[config.mk]
export PLATFORM = sky130hd
export DESIGN_NAME = edac_secded
export DESIGN_NICKNAME = d
export VERILOG_FILES = /design/src/rtl/edac_pkg.sv /design/src/rtl/edac_parity_gen.sv /design/src/rtl/edac_syn_decode.sv /design/src/rtl/edac_control.sv /design/src/rtl/edac_datapath.sv /design/src/rtl/edac_secded.sv
export SDC_FILE = /design/constraint.sdc
export NUM_CORES = 1
export LEC_CHECK = 0
export CAP_MARGIN = 20
export CELL_PAD_IN_SITES_DETAIL_PLACEMENT = 0
export CELL_PAD_IN_SITES_GLOBAL_PLACEMENT = 2
export CORE_MARGIN = 5
export CORE_UTILIZATION = 33
export DETAILED_ROUTE_END_ITERATION = 8
export PLACE_DENSITY_LB_ADDON = 0.1
export SLEW_MARGIN = 20
export SYNTH_ARGS = -nofsm -noshare
export SYNTH_HDL_FRONTEND = slang
export SYNTH_SLANG_ARGS = --single-unit
[constraint.sdc]
create_clock -name clk -period 1.25 [get_ports clk]
set_input_delay 0.25 -clock clk [delete_from_list [all_inputs] [get_ports clk]]
set_output_delay 0.25 -clock clk [all_outputs]
set_load 0.1 [all_outputs]
[src/rtl/edac_pkg.sv]
package edac_pkg;
  localparam int DATA_W = 16;
  localparam int HAM_W  = 5;
  localparam int CHK_W  = HAM_W + 1;

  typedef struct packed {
    logic load;
    logic genSel;
  } edac_strobe_t;

  // Hamming position of data bit idx: the idx-th non-power-of-two index from 3 up.
  function automatic int unsigned dataPos(int unsigned idx, int unsigned hamW);
    int unsigned cnt;
    int unsigned res;
    cnt = 0;
    res = 0;
    for (int unsigned p = 1; p < (32'd1 << hamW); p++) begin
      if ((p & (p - 1)) != 0) begin
        if (cnt == idx && res == 0) res = p;
        cnt++;
      end
    end
    return res;
  endfunction
endpackage

[src/rtl/edac_parity_gen.sv]
module edac_parity_gen #(
  parameter int DATA_W = edac_pkg::DATA_W,
  parameter int HAM_W  = edac_pkg::HAM_W
) (
  input  logic [DATA_W-1:0] data,
  output logic [HAM_W-1:0]  hamPar
);
  function automatic logic [DATA_W-1:0] coverMask(int unsigned bitIdx);
    logic [DATA_W-1:0] m;
    m = '0;
    for (int k = 0; k < DATA_W; k++) begin
      m[k] = ((edac_pkg::dataPos(k, HAM_W) >> bitIdx) & 1) != 0;
    end
    return m;
  endfunction

  for (genvar i = 0; i < HAM_W; i++) begin : g_par
    localparam logic [DATA_W-1:0] MASK = coverMask(i);
    assign hamPar[i] = ^(data & MASK);
  end
endmodule

[src/rtl/edac_syn_decode.sv]
module edac_syn_decode #(
  parameter int DATA_W = edac_pkg::DATA_W,
  parameter int HAM_W  = edac_pkg::HAM_W,
  localparam int CHK_W = HAM_W + 1,
  localparam int CODE_LEN = DATA_W + HAM_W
) (
  input  logic [CHK_W-1:0]  syn,
  input  logic [DATA_W-1:0] dataRaw,
  output logic [DATA_W-1:0] dataFixed,
  output logic              dataErr,
  output logic              chkErr,
  output logic              dblErr
);
  logic [HAM_W-1:0]  hamSyn;
  logic              ovr, hamZero, hamPow2, inRange;
  logic [DATA_W-1:0] flipMask;

  assign hamSyn  = syn[HAM_W-1:0];
  assign ovr     = syn[HAM_W];
  assign hamZero = (hamSyn == '0);
  assign hamPow2 = !hamZero && ((hamSyn & (hamSyn - 1'b1)) == '0);
  assign inRange = (int'(hamSyn) <= CODE_LEN);

  assign chkErr  = ovr && (hamZero || hamPow2);
  assign dataErr = ovr && !hamZero && !hamPow2 && inRange;
  assign dblErr  = (!ovr && !hamZero) || (ovr && !inRange);

  for (genvar k = 0; k < DATA_W; k++) begin : g_flip
    localparam int unsigned POS = edac_pkg::dataPos(k, HAM_W);
    assign flipMask[k] = dataErr && (int'(hamSyn) == int'(POS));
  end

  assign dataFixed = dataRaw ^ flipMask;

  always_comb begin
    assert_decode_exclusive_R6: assert (!(dblErr && (dataErr || chkErr)) && !(dataErr && chkErr));
  end
endmodule

[src/rtl/edac_control.sv]
module edac_control (
  input  logic                   clk,
  input  logic                   rstN,
  input  logic                   modeCorrect,
  input  logic                   validIn,
  output edac_pkg::edac_strobe_t strb,
  output logic                   validOut
);
  logic validQ;

  assign strb.load   = validIn;
  assign strb.genSel = !modeCorrect;
  assign validOut    = validQ;

  always_ff @(posedge clk or negedge rstN) begin
    if (!rstN) validQ <= 1'b0;
    else       validQ <= validIn;
  end

  assert_valid_rise_R8: assert property (@(posedge clk) disable iff (!rstN)
    validIn |=> validOut);
  assert_valid_idle_R8: assert property (@(posedge clk) disable iff (!rstN)
    !validIn |=> !validOut);
endmodule

[src/rtl/edac_datapath.sv]
module edac_datapath #(
  parameter int DATA_W = edac_pkg::DATA_W,
  parameter int HAM_W  = edac_pkg::HAM_W,
  localparam int CHK_W = HAM_W + 1
) (
  input  logic                   clk,
  input  logic                   rstN,
  input  edac_pkg::edac_strobe_t strb,
  input  logic [DATA_W-1:0]      dataIn,
  input  logic [CHK_W-1:0]       checkIn,
  output logic [DATA_W-1:0]      dataOut,
  output logic [CHK_W-1:0]       checkOut,
  output logic [CHK_W-1:0]       syndrome,
  output logic                   singleErr,
  output logic                   doubleErr,
  output logic                   checkBitErr
);
  logic [HAM_W-1:0]  hamPar;
  logic [CHK_W-1:0]  genCheck, rdSyn;
  logic [DATA_W-1:0] dataFixed;
  logic              dataErr, chkErr, dblErr;

  edac_parity_gen #(.DATA_W(DATA_W), .HAM_W(HAM_W)) u_par (
    .data   (dataIn),
    .hamPar (hamPar)
  );

  assign genCheck = {(^dataIn) ^ (^hamPar), hamPar};
  assign rdSyn    = {(^dataIn) ^ (^checkIn), hamPar ^ checkIn[HAM_W-1:0]};

  edac_syn_decode #(.DATA_W(DATA_W), .HAM_W(HAM_W)) u_dec (
    .syn       (rdSyn),
    .dataRaw   (dataIn),
    .dataFixed (dataFixed),
    .dataErr   (dataErr),
    .chkErr    (chkErr),
    .dblErr    (dblErr)
  );

  always_ff @(posedge clk or negedge rstN) begin
    if (!rstN) begin
      dataOut     <= '0;
      checkOut    <= '0;
      syndrome    <= '0;
      singleErr   <= 1'b0;
      doubleErr   <= 1'b0;
      checkBitErr <= 1'b0;
    end else if (strb.load) begin
      if (strb.genSel) begin
        dataOut     <= dataIn;
        checkOut    <= genCheck;
        syndrome    <= '0;
        singleErr   <= 1'b0;
        doubleErr   <= 1'b0;
        checkBitErr <= 1'b0;
      end else begin
        dataOut     <= dataFixed;
        checkOut    <= checkIn;
        syndrome    <= rdSyn;
        singleErr   <= dataErr || chkErr;
        doubleErr   <= dblErr;
        checkBitErr <= chkErr;
      end
    end
  end

  assert_gen_quiet_R2: assert property (@(posedge clk) disable iff (!rstN)
    (strb.load && strb.genSel) |=> (!singleErr && !doubleErr && !checkBitErr && syndrome == '0));
  assert_check_passthru_R5: assert property (@(posedge clk) disable iff (!rstN)
    (strb.load && !strb.genSel) |=> (checkOut == $past(checkIn)));
  assert_single_fix_R4: assert property (@(posedge clk) disable iff (!rstN)
    (strb.load && !strb.genSel && dataErr) |=> ($countones(dataOut ^ $past(dataIn)) == 1));
  assert_double_nofix_R6: assert property (@(posedge clk) disable iff (!rstN)
    (strb.load && !strb.genSel && dblErr) |=> (dataOut == $past(dataIn)));
  assert_hold_R8: assert property (@(posedge clk) disable iff (!rstN)
    !strb.load |=> ($stable(dataOut) && $stable(syndrome) && $stable(checkOut)));
  assert_flag_pair_R5: assert property (@(posedge clk) disable iff (!rstN)
    checkBitErr |-> (singleErr && !doubleErr));
  assert_zero_syn_clean_R3: assert property (@(posedge clk) disable iff (!rstN)
    (syndrome == '0) |-> (!singleErr && !doubleErr));
endmodule

[src/rtl/edac_secded.sv]
module edac_secded #(
  parameter int DATA_W = edac_pkg::DATA_W,
  parameter int HAM_W  = edac_pkg::HAM_W,
  localparam int CHK_W = HAM_W + 1
) (
  input  logic              clk,
  input  logic              rstN,
  input  logic              modeCorrect,
  input  logic              validIn,
  input  logic [DATA_W-1:0] dataIn,
  input  logic [CHK_W-1:0]  checkIn,
  output logic [DATA_W-1:0] dataOut,
  output logic [CHK_W-1:0]  checkOut,
  output logic [CHK_W-1:0]  syndrome,
  output logic              singleErr,
  output logic              doubleErr,
  output logic              checkBitErr,
  output logic              validOut
);
  edac_pkg::edac_strobe_t strb;

  edac_control u_ctrl (
    .clk         (clk),
    .rstN        (rstN),
    .modeCorrect (modeCorrect),
    .validIn     (validIn),
    .strb        (strb),
    .validOut    (validOut)
  );

  edac_datapath #(.DATA_W(DATA_W), .HAM_W(HAM_W)) u_dp (
    .clk         (clk),
    .rstN        (rstN),
    .strb        (strb),
    .dataIn      (dataIn),
    .checkIn     (checkIn),
    .dataOut     (dataOut),
    .checkOut    (checkOut),
    .syndrome    (syndrome),
    .singleErr   (singleErr),
    .doubleErr   (doubleErr),
    .checkBitErr (checkBitErr)
  );

  assert_reset_quiet_R9: assert property (@(posedge clk)
    !rstN |-> (!validOut && !singleErr && !doubleErr && dataOut == '0));
endmodule

==> reports/qor.yml <==
timing:
  layout_min_cycle_time_ps: 2170
  skew_ps: 0
  rsz0062_at_grt: "yes"
  relSlewSlack_pct: 75.0
  finalHoldViolations: 0
  fin_ws_ps: -917
  hold_slack_ps: 250
  fmax_mhz: 461
  worstMarginPinSlew_ps: 374
  drv_slew: 0
  setup_viol: 30
  min_period_over_period_pct: 173
floorplan:
  die_x_um: 95.1
  die_area_mm2: 0.00905
  coreArea_mm2: 0.00714
  rows: 31
  chipHeight_um: 95.1
  initial_core_util_pct: 33.5
  top_level_ports: 58
final_layout:
  multiInputGateArea_mm2: 0.00200
  final_common_cell: "buf_4"
  finalNetCount: 421
  fill_cells: 558
  layout-drive-gt1-share_pct: 56.8
  seq_area_um2: 801
  n_antenna_cell: 0
  fin_cells: 495
  layout_common_cells: "buf_4, buf_12, buf_6"
  area_growth_pct: 101
clock_network:
  cts_tree: "done"
  cts_sinks: 32
  path_clk_slew_ps: 80
  clock_latency_ps: 290
  numCtsBuffers: 5
  cts_buffer_depth: 2
  cts_htree_levels: 2
  clockRootBuffer: "clkbuf_8"
route:
  wl_per_cell_um: 17.0
  detail_route.iter0.violations: 109
  ant_nets: 0
  vias: 2449
  firstDrtPassIters: 4
  avgViaCountPerCell: 4.95
  totalWireLength_um: 8420
  drc_errors: 0
job:
  timing.max_cap.violations: 0
synth:
  avgSynthCellArea_um2: 9.68
  synth_area_mm2: 0.00239
  synth_warnings: 0
  mappedNetlistNets: 273
  synth_edf_count: 0
  ys_types: 41
  synth_cells: 247
  async_flop_share_pct: 100
  yosysSeqAreaShare_pct: 33.5
  postSynthRegisterBits: 32
  synth_flop_cell: "dfrtp_1"
placed_design:
  place_hpwl_um: 5690
  numPortBuffers: 57
  place.gp.congestion: 0.889
  dp_slack_ps: -1670
  dp.cells: 453
power:
  fin_total_pwr_uw: 9520
  ir_drop_mv: 1.05
  p_sw_share_pct: 47.2
  pwr-share-comb_pct: 75.5
  p_int_uw: 5030
  clkPwrFrac_pct: 9.3
  power_switching_uw: 4490
  pwr-share-seq_pct: 15.2
  p_leak_uw: 0.00220
  p_per_area_mw_per_mm2: 1980
grt:
  grt_max_degree: 33
  overflow: 0
  grt_pass1_vias: 2549
  grtUsageTotal_pct: 19.4
  grt_pass1_wl_um: 13400
  antenna_found_initial: 0
critical_path:
  crit_fanout: 5
  reg2reg_from: "u_dp.singleErr$_DFFE_PN0P_"
  worstPathRequired_ps: 1460
  reg2reg_to: "u_dp.singleErr$_DFFE_PN0P_"
  crit_type: "in2reg"
  start_kind: "primary input"
  reg2regPathDepth: 2
  worstPathArrival_ps: 2380
  r2r_slack_ps: 380
  end_kind: "register"
min_path:
  hp-class: "in2reg"
  hp-start: "dataIn[4]"
  hold_end: "u_dp.dataOut[4]$_DFFE_PN0P_"
  holdPathStages: 4
outcome:
  status: "finished with violations"
  violations: "negative setup slack"
## area by class of cell
cell class / count / share of cell area, %
Multi-Input combinational cell: 186 / 41.6
Timing Repair Buffer: 152 / 35.8
Sequential cell: 32 / 16.7
Tap cell: 99 / 2.58
Clock buffer: 6 / 1.72
Inverter: 18 / 1.41
Clock inverter: 2 / 0.208
## worst max-delay path: stages
cell,delay [ps]
buf_2,140
xor2_4,170
xor3_2,520
xnor2_4,230
xnor3_2,330
or4_1,540
a31oi_1,200
## what timing repair did
item,4_1_cts,5_1_grt
setup endpoints to repair,31,31
gates resized for setup,143,52
cloned,4,0
hold buffers,0,0
pin swaps,40,33
buffers inserted,23,14
## worst max path at each step
stage	endpoint	slack [ps]	start
detailed placement	u_dp.dataOut[11]$_DFFE_PN0P_	-1670	dataIn[9]
finish	u_dp.dataOut[11]$_DFFE_PN0P_	-920	dataIn[10]
CTS	u_dp.dataOut[11]$_DFFE_PN0P_	-1080	dataIn[2]
global route	u_dp.dataOut[11]$_DFFE_PN0P_	-960	dataIn[1]
global placement	u_dp.dataOut[7]$_DFFE_PN0P_	-1630	dataIn[9]
floorplan	u_dp.dataOut[14]$_DFFE_PN0P_	-1090	dataIn[1]
## stage by stage
stage	utilization [%]	cell area (µm²)	TNS [ps]
global placement	54.8	3910	-41980
floorplan	-	2490	-20560
finish	67.4	4810	-19710
detailed placement	54.8	3910	-42590
global route	67.4	4810	-21520
CTS	64.0	4570	-22790
## registers in the layout, summed over array words and instances (netlist names)
name,flops
u_dp.singleErr,1
u_dp.doubleErr,1
u_dp.checkBitErr,1
u_dp.syndrome,6
u_dp.checkOut,6
u_ctrl.validOut,1
u_dp.dataOut,16
## routing by layer
layer  track usage [%]  vias up  share of wire (%)
met4              3.73        0               0.69
met5                 0        -                  0
met2              34.2       45                 53
met3              3.08        8                3.2
met1              25.0     1202                 43
li1                  -     1194                  -
## Yosys cell counts (all sizes together), types with 3 or more instances
| cell type | number | share of area [%] |
|---|---|---|
| inv | 18 | 2.8 |
| xor2 | 9 | 3.6 |
| o31ai | 7 | 2.2 |
| xnor2 | 23 | 9.8 |
| a21oi | 10 | 2.1 |
| a31o | 9 | 3.3 |
| o211ai | 5 | 1.6 |
| o22ai | 5 | 1.3 |
| o21ai | 7 | 1.5 |
| nor2 | 25 | 3.9 |
| clkbuf | 11 | 1.7 |
| nand4 | 10 | 2.6 |
| xor3 | 3 | 3.1 |
| nand3 | 6 | 1.3 |
| nor2b | 3 | 0.79 |
| buf | 4 | 1.0 |
| a31oi | 16 | 4.2 |
| nor3 | 6 | 1.3 |
| o21a | 3 | 0.94 |
| dfrtp | 32 | 33 |
| nand2 | 6 | 0.94 |
| xnor3 | 11 | 11 |
| or4 | 6 | 1.9 |
## power by group through the flow
stage	Combinational, µW	Clock, µW	Sequential (µW)
floorplan	2000	0	2780
global placement	5300	0	1460
detailed placement	5300	0	1470
CTS	6610	899	1450
global route	7490	945	1480
finish	7190	889	1450
## cells by family after synthesis
| kind of cell | Yosys count | synth area share [%] |
|---|---|---|
| AND/OR/NAND/NOR | 67 | 14.0 |
| AO/OA/AOI/OAI | 66 | 18.5 |
| XOR/XNOR | 46 | 27.1 |
| buffers and inverters | 33 | 5.60 |
| flip-flops | 32 | 33.5 |
| multiplexers | 2 | 0.942 |
| adder cells (fa/ha/maj) | 1 | 0.419 |
(Power assumes the default switching activity.)
